`src/rtl/uwr_pkg.sv`:
```
package uwr_pkg;
  typedef enum logic [2:0] {
    ST_IDLE,
    ST_FLUSH,
    ST_FTAIL,
    ST_DESEL,
    ST_CMD,
    ST_DATA
  } uwr_state_e;
endpackage

```
`src/rtl/uwr_phase_timer.sv`:
```
module uwr_phase_timer #(
  parameter int PHASE_CYC = 200
) (
  input  logic clk,
  input  logic rst,
  input  logic run,
  output logic tick
);
  localparam int TW = (PHASE_CYC > 1) ? $clog2(PHASE_CYC) : 1;
  localparam logic [TW-1:0] LAST = TW'(PHASE_CYC - 1);

  logic [TW-1:0] cnt;

  assign tick = run && (cnt == LAST);

  always_ff @(posedge clk) begin
    if (rst || !run || tick) cnt <= '0;
    else                     cnt <= cnt + 1'b1;
  end
endmodule

```
`src/rtl/uwr_shift_in.sv`:
```
module uwr_shift_in #(
  parameter int WIDTH = 16
) (
  input  logic             clk,
  input  logic             rst,
  input  logic             shift,
  input  logic             sin,
  output logic [WIDTH-1:0] q
);
  always_ff @(posedge clk) begin
    if (rst)        q <= '0;
    else if (shift) q <= {q[WIDTH-2:0], sin};
  end
endmodule

```
`src/rtl/uwr_sequencer.sv`:
```
module uwr_sequencer
  import uwr_pkg::*;
#(
  parameter int ADDR_W       = 6,
  parameter int DATA_W       = 16,
  parameter int FLUSH_PULSES = 26
) (
  input  logic              clk,
  input  logic              rst,
  input  logic              start,
  input  logic [ADDR_W-1:0] addr,
  input  logic              tick,
  input  logic [DATA_W-1:0] data_q,
  output logic              run,
  output logic              data_shift,
  output logic              cs,
  output logic              sk,
  output logic              di,
  output logic              done,
  output logic [DATA_W-1:0] data_out
);
  localparam int CMD_W = ADDR_W + 5;
  localparam int MAXC  = (FLUSH_PULSES > CMD_W) ?
                         ((FLUSH_PULSES > DATA_W) ? FLUSH_PULSES : DATA_W) :
                         ((CMD_W > DATA_W) ? CMD_W : DATA_W);
  localparam int CNT_W = $clog2(MAXC + 1);
  localparam logic [CNT_W-1:0] FL_LAST  = CNT_W'(FLUSH_PULSES - 1);
  localparam logic [CNT_W-1:0] CMD_LAST = CNT_W'(CMD_W - 1);
  localparam logic [CNT_W-1:0] DAT_LAST = CNT_W'(DATA_W - 1);

  uwr_state_e       st;
  logic             post;
  logic [CNT_W-1:0] cnt;
  logic [CMD_W-1:0] cmd_q;

  assign run        = (st != ST_IDLE);
  assign data_shift = (st == ST_DATA) && tick && sk;

  always_ff @(posedge clk) begin
    if (rst) begin
      st       <= ST_IDLE;
      post     <= 1'b0;
      cnt      <= '0;
      cmd_q    <= '0;
      cs       <= 1'b0;
      sk       <= 1'b0;
      di       <= 1'b0;
      done     <= 1'b0;
      data_out <= '0;
    end else begin
      done <= 1'b0;
      case (st)
        ST_IDLE: begin
          if (start) begin
            st    <= ST_FLUSH;
            post  <= 1'b0;
            cnt   <= '0;
            cmd_q <= {2'b00, 3'b110, addr};
            cs    <= 1'b1;
            sk    <= 1'b0;
            di    <= 1'b0;
          end
        end
        ST_FLUSH: begin
          if (tick) begin
            if (!sk) sk <= 1'b1;
            else begin
              sk <= 1'b0;
              if (cnt == FL_LAST) begin
                cnt <= '0;
                st  <= ST_FTAIL;
              end else cnt <= cnt + 1'b1;
            end
          end
        end
        ST_FTAIL: begin
          if (tick) begin
            cs <= 1'b0;
            st <= ST_DESEL;
          end
        end
        ST_DESEL: begin
          if (tick) begin
            if (post) begin
              st       <= ST_IDLE;
              done     <= 1'b1;
              data_out <= data_q;
            end else begin
              cs <= 1'b1;
              di <= cmd_q[CMD_W-1];
              st <= ST_CMD;
            end
          end
        end
        ST_CMD: begin
          if (tick) begin
            if (!sk) sk <= 1'b1;
            else begin
              sk    <= 1'b0;
              cmd_q <= {cmd_q[CMD_W-2:0], 1'b0};
              if (cnt == CMD_LAST) begin
                cnt <= '0;
                di  <= 1'b0;
                st  <= ST_DATA;
              end else begin
                cnt <= cnt + 1'b1;
                di  <= cmd_q[CMD_W-2];
              end
            end
          end
        end
        ST_DATA: begin
          if (tick) begin
            if (!sk) sk <= 1'b1;
            else begin
              sk <= 1'b0;
              if (cnt == DAT_LAST) begin
                cnt  <= '0;
                post <= 1'b1;
                st   <= ST_FLUSH;
              end else cnt <= cnt + 1'b1;
            end
          end
        end
        default: st <= ST_IDLE;
      endcase
    end
  end
endmodule

```
`src/rtl/uwr_word_reader.sv`:
```
module uwr_word_reader #(
  parameter int ADDR_W       = 6,
  parameter int DATA_W       = 16,
  parameter int FLUSH_PULSES = 26,
  parameter int PHASE_CYC    = 200
) (
  input  logic              clk,
  input  logic              rst,
  input  logic              start_i,
  input  logic [ADDR_W-1:0] addr_i,
  output logic              ee_cs_o,
  output logic              ee_sk_o,
  output logic              ee_di_o,
  input  logic              ee_do_i,
  output logic [3:0]        pins_o,
  output logic [DATA_W-1:0] data_o,
  output logic              done_o
);
  logic              run;
  logic              tick;
  logic              data_shift;
  logic [DATA_W-1:0] data_q;

  uwr_phase_timer #(.PHASE_CYC(PHASE_CYC)) u_timer (
    .clk  (clk),
    .rst  (rst),
    .run  (run),
    .tick (tick)
  );

  uwr_shift_in #(.WIDTH(DATA_W)) u_capture (
    .clk   (clk),
    .rst   (rst),
    .shift (data_shift),
    .sin   (ee_do_i),
    .q     (data_q)
  );

  uwr_sequencer #(
    .ADDR_W       (ADDR_W),
    .DATA_W       (DATA_W),
    .FLUSH_PULSES (FLUSH_PULSES)
  ) u_seq (
    .clk        (clk),
    .rst        (rst),
    .start      (start_i),
    .addr       (addr_i),
    .tick       (tick),
    .data_q     (data_q),
    .run        (run),
    .data_shift (data_shift),
    .cs         (ee_cs_o),
    .sk         (ee_sk_o),
    .di         (ee_di_o),
    .done       (done_o),
    .data_out   (data_o)
  );

  assign pins_o = {ee_cs_o, ee_sk_o, ee_do_i, ee_di_o};
endmodule

```
`config.mk`:
```
export PLATFORM = sky130hd
export DESIGN_NAME = uwr_word_reader
export DESIGN_NICKNAME = d
export VERILOG_FILES = /design/src/rtl/uwr_pkg.sv /design/src/rtl/uwr_phase_timer.sv /design/src/rtl/uwr_shift_in.sv /design/src/rtl/uwr_sequencer.sv /design/src/rtl/uwr_word_reader.sv
export SDC_FILE = /design/constraint.sdc
export NUM_CORES = 1
export LEC_CHECK = 0
export BUFFER_PORTS_ARGS = -buffer_cell sky130_fd_sc_hd__buf_2
export CAP_MARGIN = 20
export CORE_MARGIN = 2
export CORE_UTILIZATION = 30
export CTS_BUF_LIST = sky130_fd_sc_hd__clkbuf_16
export CTS_CLUSTER_SIZE = 40
export DETAILED_ROUTE_END_ITERATION = 8
export GPL_ROUTABILITY_DRIVEN = 0
export GPL_TIMING_DRIVEN = 0
export SYNTH_ARGS = -nofsm -noshare
export SYNTH_HDL_FRONTEND = slang
export SYNTH_HIERARCHICAL = 1
export SYNTH_SLANG_ARGS = --single-unit
```
`constraint.sdc`:
```
create_clock -name clk -period 2.3 [get_ports clk]
set_input_delay 0.46 -clock clk [delete_from_list [all_inputs] [get_ports clk]]
set_output_delay 0.46 -clock clk [all_outputs]
set_load 0.1 [all_outputs]
```
# After elaboration in Yosys (flattened, before gate mapping)
# Index checks and enable logic that the tools add are counted.
[classes] n_mul=0 n_reduce_logical=24 eq_ne=23 mux=49 n_div=0 n_bitwise=2 n_addsub=2 magnitude_cmp=0 n_shift=0
[op_table] operator="2-to-1 mux 5 bit" count=10
[op_table] operator="2-to-1 mux 3 bit" count=13
[op_table] operator="2-to-1 mux 11 bit" count=3
[op_table] operator="inequality test 2 x 1 -> 1 bit (second input constant)" count=11
[op_table] operator="case mux 11 bit (2 select lines)" count=1
[op_table] operator="case mux 5 bit (4 select lines)" count=1
[op_table] operator="case mux 3 bit (6 select lines)" count=1
[op_table] operator="2-to-1 mux 1 bit" count=16
[op_table] operator="AND reduction 12 bit" count=1
[op_table] operator="== test 5 x 4 -> 1 bit (second input constant)" count=2
[op_table] operator="AND reduction 5 bit" count=2
[op_table] operator="nonzero test 3 bit" count=3
[op_table] operator="adder 8 x 1 -> 8 bit (second input constant)" count=1
[op_table] operator="== test 8 bit (second input constant)" count=1
[op_table] operator="AND reduction 8 bit" count=1
[op_table] operator="== test 3 x 2 -> 1 bit (second input constant)" count=2
[op_table] operator="== test 3 bit (second input constant)" count=2
[op_table] operator="inequality test 2 bit (second input constant)" count=3
[op_table] operator="case mux 1 bit (3 select lines)" count=2
[op_table] operator="AND reduction 3 bit" count=2
[op_table] operator="AND reduction 6 bit" count=1
[op_table] operator="nonzero test 2 bit" count=3
[op_table] operator="OR reduction 3 bit" count=2
[op_table] operator="adder 5 x 1 -> 5 bit (second input constant)" count=1
[op_table] operator="other kinds (10)" count=15
[totals] elab_cells=111 in_bits=10 rom_bits=0 n_memories=0 reg_bits=64 ramBits=0 out_inout_bits=24 latchBits=0

# Depth between registers and ports, before layout
[logic_depth] ltp_word=5 depth_mapped=12 depth_no_buf=8

# Cells and area by module
# Netlist, hierarchy kept.
[by_module_without_submodules] mod="uwr_sequencer" area_each_um2=1929.4 n_inst=1 seq_area_each_um2=800.8 cells_per_inst=237
[by_module_without_submodules] mod="uwr_shift_in" area_each_um2=580.6 n_inst=1 seq_area_each_um2=320.3 cells_per_inst=52
[by_module_without_submodules] mod="uwr_phase_timer" area_each_um2=366.6 n_inst=1 seq_area_each_um2=160.2 cells_per_inst=39
[by_module_without_submodules] mod="uwr_word_reader" area_each_um2=30.0 n_inst=1 seq_area_each_um2=0.0 cells_per_inst=4

# Worst setup path before layout
# No wires, ideal clock.
[synth_timing] kind="register -> register" from="register u_seq.st[1]" to="register u_capture.q[10]" synth_period_minus_slack_ps=2436 path_stages_with_launch=13 setup_slack_ps=-136 arrival_ps=2319 required_time_ps=2183 setup_time_ps=117 n_path_buf=5 cell_sequence="dfxtp_1 -> buf_2 -> buf_1 -> or3_1 -> nand2_1 -> nor4_1 -> buf_2 -> nand3_1 -> nor3_1 -> buf_6 -> buf_12 -> mux2i_1 -> nor2_1"
[synth_via] elab_chain_cells=4 word_cells_on_any_way=5 classes_between="eq/ne: 1; reduce/logical: 4"
[synth_rtl] item="from (decl)" line_no="uwr_sequencer.sv:31" text="uwr_state_e st;"
[synth_rtl] item="from (signal assigned)" line_no="uwr_sequencer.sv:41" text="st <= ST_IDLE;"
[synth_rtl] item="from (signal assigned)" line_no="uwr_sequencer.sv:55" text="st <= ST_FLUSH;"
[synth_rtl] item="from (signal assigned)" line_no="uwr_sequencer.sv:71" text="st <= ST_FTAIL;"
[synth_rtl] item="nonzero test 3 bit" line_no="uwr_sequencer.sv:36" text="assign run = (st != ST_IDLE);"
[synth_rtl] item="named net run" line_no="uwr_word_reader.sv:19" text="logic run;"
[synth_rtl] item="logical AND 1 bit" line_no="uwr_phase_timer.sv:14" text="assign tick = run && (cnt == LAST);"
[synth_rtl] item="named net tick" line_no="uwr_word_reader.sv:20" text="logic tick;"
[synth_rtl] item="logical AND 1 bit (2 in series)" line_no="uwr_sequencer.sv:37" text="assign data_shift = (st == ST_DATA) && tick && sk;"
[synth_rtl] item="named net data_shift" line_no="uwr_word_reader.sv:21" text="logic data_shift;"
[synth_rtl] item="to (signal assigned)" line_no="uwr_shift_in.sv:12" text="else if (shift) q <= {q[WIDTH-2:0], sin};"
[synth_rtl] item="to (decl)" line_no="uwr_shift_in.sv:8" text="output logic [WIDTH-1:0] q"
# The timed path passes the listed nets, and every way through them passes these cells.
# A chain may end at the register's enable or synchronous reset.

# Worst setup path in the final report
[layout_timing] from="register u_seq.st[2]" to="register u_seq.di"
[layout_via] elab_chain_cells=4 word_cells_on_any_way=13 classes_between="eq/ne: 7; mux: 1; reduce/logical: 5"
[layout_rtl] item="nonzero test 3 bit *" line_no="uwr_sequencer.sv:36"
[layout_rtl] item="named net run" line_no="uwr_word_reader.sv:19"
[layout_rtl] item="logical AND 1 bit *" line_no="uwr_phase_timer.sv:14"
[layout_rtl] item="named net tick" line_no="uwr_word_reader.sv:20"
[layout_rtl] item="inequality test 2 x 1 -> 1 bit (no source line)"
[layout_rtl] item="AND reduction 6 bit (no source line) *"
[layout_rtl] item="to (signal assigned)" line_no="uwr_sequencer.sv:90" text="di <= cmd_q[CMD_W-1];"
[layout_rtl] item="to (signal assigned)" line_no="uwr_sequencer.sv:107" text="di <= cmd_q[CMD_W-2];"
[layout_rtl] item="to (decl)" line_no="uwr_sequencer.sv:18" text="output logic di,"
# Mark *: on every way through the listed nets, which the timed path passes. The rest lies on a longest branch.

==> impl_metrics.py <==
metrics = {
    "status": {
        "outcome": "finished, final reports clean",
    },
    "yosys": {
        "yosysTopAreaCell": "dfxtp_1",
        "ys_warn_count": 6,
        "syn_avg_cell_area_um2": 8.75,
        "yosysMostFrequentCell": "dfxtp_1",
        "synth_edf_count": 0,
        "yosysSeqAreaShare": 0.441,
        "synthesis.area_mm2": 0.00291,
        "synth_top_area_frac": 0.441,
        "synthTopCellsByArea": "dfxtp_1 (44%), nand2_1 (6.7%), mux2i_1 (5.5%)",
        "synth_cells": 332,
        "yosys_most_used_dff": "dfxtp_1",
        "synth_nets": 348,
        "yosys-top-cells-count": "dfxtp_1 (64), nand2_1 (52), nor2_1 (39), a21oi_1 (26), mux2i_1 (16)",
        "ys_ff_latch": 64,
        "ys_types": 54,
        "async_flop_share": 0,
    },
    "floorplan": {
        "start_util": 0.312,
        "coreArea_mm2": 0.00933,
        "fp.dieH_um": 102,
        "dieArea_mm2": 0.0105,
        "core.rowCount": 35,
        "chipWidth_um": 102,
        "io_pins": 34,
    },
    "sta": {
        "rsz0062_at_grt": "yes",
        "tightest_slew_ns": 0.634,
        "hold_violations": 0,
        "setup_viol": 0,
        "finalSetupTns_ns": 0,
        "fmax_mhz": 449,
        "max_slew_margin": 0.571,
        "timing.final.ws_setup_ns": 0.0728,
        "slew_violations": 0,
        "skew_ns": 0.00594,
        "fin_crit_sh": 0.968,
        "timing.final.crit_period_ns": 2.23,
    },
    "worst_hold_path": {
        "min_from": "addr_i[0]",
        "min_path_type": "primary input to flip-flop",
    },
    "global_routing": {
        "overflow": 0,
        "grt_max_degree": 11,
        "grt_pass1_wl_um": 11000,
        "grt_pass1_vias": 2313,
        "track_usage": 0.133,
        "antenna_found_initial": 0,
    },
    "worst_setup_path": {
        "cp-start-kind": "flip-flop",
        "end_kind": "flip-flop",
        "critPathLaunch": "u_seq/st[2]",
        "critical_path_class": "flip-flop to flip-flop",
        "arrival_ns": 2.41,
        "required_ns": 2.49,
        "r2r_setup_slack_ns": 0.07,
        "cp_max_fo": 6,
        "r2r_start": "u_seq/st[2]",
    },
    "route": {
        "via_per_inst": 4.87,
        "wl_per_cell_um": 12.9,
        "drtPass1Iterations": 4,
        "top_layer_used": "met4",
        "drt-total-wl_um": 6880,
        "wl_met1_um": 3210,
        "wl_met2_um": 3190,
        "vias": 2594,
        "drt-initial-drc-count": 332,
        "routed-wl-met3_um": 380,
        "postRouteAntennaNets": 0,
        "drc": 0,
    },
    "place": {
        "dp_hpwl_um": 4460,
        "io_buffers": 33,
        "place_worst_setup_slack_ns": -0.454,
        "placed_area_mm2": 0.00324,
    },
    "cells_and_area": {
        "nNetsFinal": 416,
        "antenna_cells": 0,
        "drive_above_1_share": 0.285,
        "final_area_mm2": 0.00389,
        "syn_to_final_growth_pct": 34.0,
    },
    "clock_network": {
        "clock_latency_ns": 0.33,
        "path_clk_slew_ns": 0.05,
        "clk_path_buf_depth": 2,
        "hold_buffers": 0,
        "clock-sinks": 64,
        "cts_tree": "built",
        "numCtsBuffers": 9,
        "htree_levels": 3,
        "cts_root_buf": "clkbuf_16",
    },
    "pwr": {
        "power.density_mw_per_mm2": 870,
        "power_leakage_nw": 1.51,
        "peakVddDrop_v": 0.000386,
    },
    "run": {
        "cap_violations": 0,
    },
}
layout by cell type, fill, tap and decap left out, types with 2 or more instances in the layout:
| cell type | instances |
|---|---|
| a311oi_1 | 6 |
| a22oi_1 | 2 |
| nor3_1 | 5 |
| nand4b_1 | 2 |
| buf_8 | 2 |
| buf_4 | 29 |
| nand2b_1 | 2 |
| clkbuf_16 | 9 |
| ha_1 | 5 |
| bufinv_16 | 3 |
| nand3_1 | 9 |
| nor3_2 | 2 |
| a31oi_1 | 2 |
| buf_2 | 37 |
| buf_6 | 5 |
| xor2_1 | 2 |
| nand3_2 | 2 |
| or3_1 | 3 |
| dfxtp_1 | 62 |
| nor2b_1 | 3 |
| buf_12 | 2 |
| o211ai_1 | 5 |
| inv_1 | 12 |
| nand3b_1 | 3 |
| nand2_1 | 51 |
| o21ai_0 | 6 |
| a21oi_1 | 26 |
| mux2i_1 | 16 |
| nor2_1 | 39 |
| or3b_2 | 2 |
| clkbuf_1 | 5 |
| a211oi_1 | 6 |
registers in the layout, summed over array words and instances, names as in the netlist:
signal	count
u_seq/st	3
u_seq/sk	1
u_seq/cmd_q	11
u_seq/post	1
u_seq/cs	1
u_seq/done	1
u_capture/q	16
u_seq/di	1
u_seq/cnt	5
u_seq/data_out	16
u_timer/cnt	8
final timing paths:
path,endpoint,cells past startpoint
worst max-delay path,u_seq/di,10
worst min-delay path,u_seq/cmd_q[0],3
worst max register to register,u_seq/di,10
worst min register to register,u_seq/data_out[6],2
per-layer routing:
metal	up-vias	track usage
li1	1296	-
met1	1209	0.170
met2	75	0.218
met3	14	0.0363
met4	0	0.0462
met5	-	0
timing repair:
item                                    CTS  global route
endpoints found under the setup margin   53            41
buffers inserted                          5            20
resized for setup                        18            16
pin swaps                                 4             7
where the power goes:
part / leakage (nW) / internal [mW] / switching [mW]
clock network: 0.166 / 1.04 / 0.462
logic: 0.825 / 0.276 / 0.407
registers: 0.520 / 1.17 / 0.0407
cell type report:
class | instances | area [um^2]
inverter | 10 | 37.5
timing repair buffer | 58 | 365
clock inverter | 6 | 101
buffer | 24 | 191
sequential | 64 | 1290
multi-input combinational | 233 | 1530
clock buffer | 9 | 225
fill | 882 | 5430
tap | 129 | 161
through the flow:
step	instances	util	power (mW)	hold slack (ns)
global placement	494	0.347	1.76	0.441
global route	533	0.418	3.52	0.402
detailed placement	494	0.347	1.76	0.444
finish	533	0.418	3.39	0.394
floorplan	332	-	1.66	0.431
CTS	514	0.394	3.31	0.391
worst max-delay path: stages, from the launching register on:
cell      delay [ns]
dfxtp_4         0.36
buf_6           0.12
buf_8           0.10
or3_4           0.13
nand2_4         0.05
nor4_4          0.20
buf_4           0.19
o211ai_1        0.23
a311oi_4        0.46
nand2b_4        0.20
a211oi_2        0.05
cell families (layout without fill, tap and decap cells):
kind of cell | Yosys count | after routing | share of synthesized area
AND/OR/NAND/NOR | 138 | 138 | 0.227
AO/OA/AOI/OAI | 69 | 69 | 0.172
flip-flops | 64 | 64 | 0.441
buffers and inverters | 35 | 107 | 0.0663
multiplexers | 17 | 17 | 0.0590
adder cells (fa/ha/maj) | 6 | 6 | 0.0258
XOR/XNOR | 3 | 3 | 0.00904
Note: power is estimated with default switching activity, not from simulation.
